## config.mk

```make
export PLATFORM = sky130hd
export DESIGN_NAME = rtc_serial_engine
export DESIGN_NICKNAME = d
export VERILOG_FILES = /design/src/rtl/rtc_link_pkg.sv /design/src/rtl/rtc_byte_store.sv /design/src/rtl/rtc_read_select.sv /design/src/rtl/rtc_link_seq.sv /design/src/rtl/rtc_serial_engine.sv
export SDC_FILE = /design/constraint.sdc
export NUM_CORES = 1
export LEC_CHECK = 0
export ABC_AREA = 1
export BUFFER_PORTS_ARGS = -buffer_cell sky130_fd_sc_hd__buf_4
export CORE_MARGIN = 5
export CORE_UTILIZATION = 57
export DETAILED_ROUTE_END_ITERATION = 8
export HOLD_SLACK_MARGIN = 0.1
export PLACE_DENSITY = 0.84
export SETUP_SLACK_MARGIN = 0.15
export SLEW_MARGIN = 20
export SYNTH_ARGS = -nofsm -noshare
export SYNTH_HDL_FRONTEND = slang
export SYNTH_HIERARCHICAL = 1
export SYNTH_SLANG_ARGS = --single-unit
export TNS_END_PERCENT = 50
```

## constraint.sdc

```tcl
create_clock -name clk -period 2.88 [get_ports clk]
set_clock_uncertainty 0.2 [all_clocks]
set_input_delay 0.288 -clock clk [delete_from_list [all_inputs] [get_ports clk]]
set_output_delay 0.288 -clock clk [all_outputs]
set_load 0.05 [all_outputs]
```

## src/rtl/rtc_link_pkg.sv

```systemverilog
package rtc_link_pkg;

    localparam int EN_BIT  = 0;
    localparam int CLK_BIT = 1;
    localparam int DAT_BIT = 2;

    localparam int          CMD_BITS    = 8;
    localparam int          VAL_BITS    = 8;
    localparam logic [4:0]  LAST_STEP   = 5'(CMD_BITS + VAL_BITS);
    localparam logic [7:0]  CMD_STATUS  = 8'h30;
    localparam logic [7:0]  CMD_CONTROL = 8'h31;
    localparam logic [7:0]  WR_BASE     = 8'h80;

    typedef struct packed {
        logic       active;
        logic [4:0] step;
        logic [7:0] cmd;
        logic [7:0] val;
        logic [7:0] link;
    } seq_state_t;

endpackage

```

## src/rtl/rtc_byte_store.sv

```systemverilog
module rtc_byte_store #(
    parameter int DEPTH = 32,
    localparam int AW   = $clog2(DEPTH)
) (
    input  logic          clk,
    input  logic          rst_n,
    input  logic          we,
    input  logic [AW-1:0] waddr,
    input  logic [7:0]    wdata,
    input  logic [AW-1:0] raddr,
    output logic [7:0]    rdata
);

    logic [7:0] mem_q [DEPTH];
    logic [7:0] mem_d [DEPTH];

    always_comb begin
        mem_d = mem_q;
        if (we) begin
            mem_d[waddr] = wdata;
        end
    end

    always_ff @(posedge clk or negedge rst_n) begin
        if (!rst_n) begin
            mem_q <= '{default: '0};
        end else begin
            mem_q <= mem_d;
        end
    end

    assign rdata = mem_q[raddr];

endmodule

```

## src/rtl/rtc_read_select.sv

```systemverilog
module rtc_read_select
    import rtc_link_pkg::*;
#(
    parameter int         DEPTH      = 32,
    parameter logic [7:0] STATUS_VAL = 8'h90
) (
    input  logic [7:0] cmd,
    input  logic [7:0] ram_byte,
    input  logic [7:0] ctrl_byte,
    output logic [7:0] sel_byte,
    output logic       sel_valid
);

    localparam logic [7:0] RAM_END = 8'(DEPTH);

    always_comb begin
        sel_valid = 1'b0;
        sel_byte  = '0;
        if (cmd < RAM_END) begin
            sel_valid = 1'b1;
            sel_byte  = ram_byte;
        end else if (cmd == CMD_STATUS) begin
            sel_valid = 1'b1;
            sel_byte  = STATUS_VAL;
        end else if (cmd == CMD_CONTROL) begin
            sel_valid = 1'b1;
            sel_byte  = ctrl_byte;
        end
    end

endmodule

```

## src/rtl/rtc_link_seq.sv

```systemverilog
module rtc_link_seq
    import rtc_link_pkg::*;
#(
    parameter int         DEPTH      = 32,
    parameter logic [7:0] LINK_RESET = 8'h0C,
    localparam int        AW         = $clog2(DEPTH)
) (
    input  logic          clk,
    input  logic          rst_n,
    input  logic          host_we,
    input  logic [7:0]    host_byte,
    input  logic [7:0]    sel_byte,
    input  logic          sel_valid,
    output logic [7:0]    link_byte,
    output logic [7:0]    cmd_q,
    output logic [4:0]    step_q,
    output logic          active_q,
    output logic          wr_en,
    output logic [AW-1:0] wr_addr,
    output logic [7:0]    wr_data
);

    localparam logic [7:0] WR_END = WR_BASE + 8'(DEPTH);

    seq_state_t s_q, s_d;
    logic       falling;
    logic       in_wr_range;
    logic [4:0] cur;

    assign falling     = s_q.link[CLK_BIT] & ~host_byte[CLK_BIT];
    assign in_wr_range = (s_q.cmd >= WR_BASE) && (s_q.cmd < WR_END);
    assign cur         = s_q.active ? s_q.step : 5'd0;

    always_comb begin
        s_d   = s_q;
        wr_en = 1'b0;
        if (host_we) begin
            s_d.link = host_byte;
            if (!host_byte[EN_BIT]) begin
                s_d.active = 1'b0;
                s_d.step   = '0;
                s_d.cmd    = '0;
                s_d.val    = '0;
            end else begin
                s_d.active = 1'b1;
                s_d.step   = cur;
                if (falling && cur != LAST_STEP) begin
                    if (cur < 5'(CMD_BITS)) begin
                        s_d.cmd = {s_q.cmd[6:0], host_byte[DAT_BIT]};
                    end else begin
                        s_d.val = {s_q.val[6:0], host_byte[DAT_BIT]};
                        if (sel_valid) begin
                            s_d.link[DAT_BIT] = sel_byte[~cur[2:0]];
                        end
                    end
                    s_d.step = cur + 5'd1;
                    if (cur == LAST_STEP - 5'd1 && in_wr_range) begin
                        wr_en = 1'b1;
                    end
                end
            end
        end
    end

    always_ff @(posedge clk or negedge rst_n) begin
        if (!rst_n) begin
            s_q <= '{active: 1'b0, step: '0, cmd: '0, val: '0, link: LINK_RESET};
        end else begin
            s_q <= s_d;
        end
    end

    assign wr_addr   = s_q.cmd[AW-1:0];
    assign wr_data   = s_d.val;
    assign link_byte = s_q.link;
    assign cmd_q     = s_q.cmd;
    assign step_q    = s_q.step;
    assign active_q  = s_q.active;

endmodule

```

## src/rtl/rtc_serial_engine.sv

```systemverilog
module rtc_serial_engine #(
    parameter int         RAM_DEPTH  = 32,
    parameter logic [7:0] STATUS_VAL = 8'h90,
    parameter logic [7:0] LINK_RESET = 8'h0C
) (
    input  logic       clk,
    input  logic       rst_n,
    input  logic       host_we,
    input  logic [7:0] host_byte,
    input  logic [7:0] ctrl_byte,
    output logic [7:0] link_byte
);

    localparam int AW = $clog2(RAM_DEPTH);

    logic [7:0]    cmd_w;
    logic [4:0]    step_w;
    logic          active_w;
    logic          wr_en_w;
    logic [AW-1:0] wr_addr_w;
    logic [7:0]    wr_data_w;
    logic [7:0]    ram_byte_w;
    logic [7:0]    sel_byte_w;
    logic          sel_valid_w;

    rtc_link_seq #(
        .DEPTH      (RAM_DEPTH),
        .LINK_RESET (LINK_RESET)
    ) i_seq (
        .clk       (clk),
        .rst_n     (rst_n),
        .host_we   (host_we),
        .host_byte (host_byte),
        .sel_byte  (sel_byte_w),
        .sel_valid (sel_valid_w),
        .link_byte (link_byte),
        .cmd_q     (cmd_w),
        .step_q    (step_w),
        .active_q  (active_w),
        .wr_en     (wr_en_w),
        .wr_addr   (wr_addr_w),
        .wr_data   (wr_data_w)
    );

    rtc_byte_store #(
        .DEPTH (RAM_DEPTH)
    ) i_store (
        .clk   (clk),
        .rst_n (rst_n),
        .we    (wr_en_w),
        .waddr (wr_addr_w),
        .wdata (wr_data_w),
        .raddr (cmd_w[AW-1:0]),
        .rdata (ram_byte_w)
    );

    rtc_read_select #(
        .DEPTH      (RAM_DEPTH),
        .STATUS_VAL (STATUS_VAL)
    ) i_sel (
        .cmd       (cmd_w),
        .ram_byte  (ram_byte_w),
        .ctrl_byte (ctrl_byte),
        .sel_byte  (sel_byte_w),
        .sel_valid (sel_valid_w)
    );

endmodule

```

==> key figures <==
Layout
  – Antenna Cells: 0
  – Number of fillers in the final layout: 1727
  – Share of cells above drive strength 1: 14.6%
  – Reg area: 0.00714 mm²
  – Footprint of the multi-input gates: 0.00614 mm²
  – Design area: 0.0160 mm²
  – Area Overhead vs Synth: 16.1%
  – Nets: 1767

Route
  – Vias per cell: 5.85
  – First-pass DRT Iterations: 7
  – Detail Route Antenna Nets: 0
  – Initial DRC count: 1754
  – Total Wirelength: 37.4 mm
  – Routed len/inst: 17.9 µm
  – # DRC: 0
  – DR vias: 12200

Critical path
  – Reg2reg setup slack: 70 ps
  – Crit path DAT: 3040 ps
  – Slowest cell on crit path: dfrtp_2
  – Crit path cell chain: nand2_2 > inv_2 > ha_4 > nand2_2 > nor2_2 > ha_2 > nand4_1 > nor3_4 > buf_6 > buf_4 > nand2_1 > nor2_2 > buf_6 > nand2_1 > buf_6 > nand2_1 > o21ai_1
  – R2R depth: 17
  – Worst r2r src: i_seq/link_byte[0]
  – Setup crit end kind: register
  – RR Endpoint: i_store/mem_q[182]
  – CP bufs+invs: 5
  – CP Launch Type: register
  – Critical-path maximum fanout: 16
  – Critical Path RT: 3110 ps
  – WS Path Type: reg2reg
  – Worst path max stage delay: 420 ps
  – CP top delay family: simple AND/OR/NAND/NOR gates

Clocking
  – Skew-Pair Late Insertion Delay: 560 ps
  – Clk pin slew, worst setup/hold paths: 60 ps
  – Clock sinks: 285
  – TritonCTS clock tree: yes
  – CTS H-tree lvls: 1
  – Clock buffer depth: 3
  – Clk root buf: clkbuf_16
  – TritonCTS buffer count: 30

Pwr
  – Pwr dens: 582 mW/mm²
  – Switching share of total power: 28.1%
  – Logic gate share of total power: 14.7%
  – VDD IR max: 0.534 mV
  – Clock Power Share: 41.4%
  – Sequential Power Share: 43.9%
  – Psw: 2610 µW
  – Leak: 0.00741 µW
  – Internal: 6680 µW

Timing
  – Final period util: 97.6%
  – Worst-Margin Slew: 1010 ps
  – Relative slew slack: 32.2%
  – Final hold violations: 0
  – Setup WS post-layout: 68.7 ps
  – Final setup viols: 0
  – Fmax: 356 MHz
  – Final critical-path required period: 2810 ps
  – Worst hold slack: 94.9 ps
  – RSZ-0062 raised after global routing: true
  – Final Max Tran Viols: 0

Die
  – Starting Density: 58.3%
  – Chip width: 165 µm
  – IO Pins: 27
  – DIE AREA: 0.0273 mm²
  – Core region area: 0.0236 mm²
  – Die height: 165 µm
  – # rows: 56

Global routing
  – Largest net degree at the start of global routing: 137
  – Initial antenna violation count: 0
  – Vias in the first global route: 11400
  – GRT Residual Overflow: 0
  – GRT met2 Usage: 42.7%
  – Met1 Track Usage GR: 36.4%
  – First-pass GRT wire length: 58.0 mm
  – Met3 usage: 4.10%
  – GR peak layer: met2
  – Gr usage total: 26.2%

Synthesis
  – Syn avg cell area: 7.87 µm²
  – Syn Inst Count: 1748
  – Synth Cell Area: 0.0138 mm²
  – Mapped Nets: 1770
  – Synth warnings: 6

Placed design
  – Number of buffers added on ports: 26
  – Final GP Congestion: 0.929
  – DP Wirelength: 21.5 mm
  – DP Worst Slack: -22.2 ps
  – Dpl cell area: 0.0142 mm²

Run status
  – Run status: completed

Min path
  – Hold Crit Class: in2async

Run
  – Max-cap violations: 0
-- registers in the layout (all words and copies together) (netlist names) --
| register | flops |
|---|---|
| i_seq/step_q | 5 |
| i_seq/cmd_q | 8 |
| i_seq/link_byte | 8 |
| i_store/mem_q | 256 |
| i_seq/s_q | 8 |
-- layout make-up --
class | count | share of cell area (%)
multi-input cells | 1275 | 38.5
clock buffers | 43 | 5.64
repair buffers | 99 | 6.81
clock inverters | 13 | 0.611
inverters | 54 | 1.30
flip-flops and latches | 285 | 44.7
well taps | 319 | 2.50
-- worst max path at each step --
stage	from	cells after the start	end	slack, ps
floorplan	i_seq/link_byte[0]	14	i_store/mem_q[253]	210
global placement	i_seq/link_byte[0]	15	i_store/mem_q[237]	90
CTS	i_seq/link_byte[0]	14	i_store/mem_q[106]	8
global route	i_seq/link_byte[0]	17	i_store/mem_q[179]	-60
detailed placement	i_seq/link_byte[0]	15	i_store/mem_q[84]	-20
finish	i_seq/link_byte[0]	17	i_store/mem_q[182]	70
-- what timing repair did --
action,4_1_cts,5_1_grt
pin swaps,0,15
resized for setup,12,136
hold endpoints to repair,313,0
buffers inserted,1,6
cloned,0,4
hold buffers,17,0
endpoints found under the setup margin,186,257
-- metal layers --
metal / part of all wire (%) / vias up
met5: 0 / -
met4: 3.4 / 0
met3: 8.5 / 91
met2: 47 / 621
met1: 41 / 5847
li1: - / 5654
-- stage by stage --
stage	util, %	setup TNS, ps	power, µW	std cells
after floorplan	-	0	4960	1748
after global placement	60.2	0	5360	2004
after detailed placement	60.2	-22.2	5370	2004
after CTS	65.3	0	9220	2078
after global routing	67.7	-434	9640	2088
final	67.7	0	9290	2088
-- power groups by stage --
stage	Clock (µW)	Combinational, µW	Sequential [µW]
5_1_grt	4090	1470	4080
2_1_floorplan	0	837	4130
3_3_place_gp	0	1210	4150
3_5_place_dp	0	1220	4150
6_report	3840	1370	4080
4_1_cts	3880	1260	4080
-- placed cells by master, fill, tap and decap left out, types with 14 or more instances in the layout --
| cell type | instances |
|---|---|
| clkbuf_16 | 33 |
| nand3_1 | 220 |
| o21ai_0 | 190 |
| buf_4 | 54 |
| inv_1 | 41 |
| nor2_1 | 22 |
| dfrtp_1 | 280 |
| dlygate4sd3_1 | 17 |
| nand2_2 | 31 |
| o21ai_1 | 66 |
| buf_12 | 17 |
| nand2_4 | 23 |
| nand2_1 | 651 |
| a21oi_1 | 14 |
No activity file was read; power rests on OpenSTA's default activity.
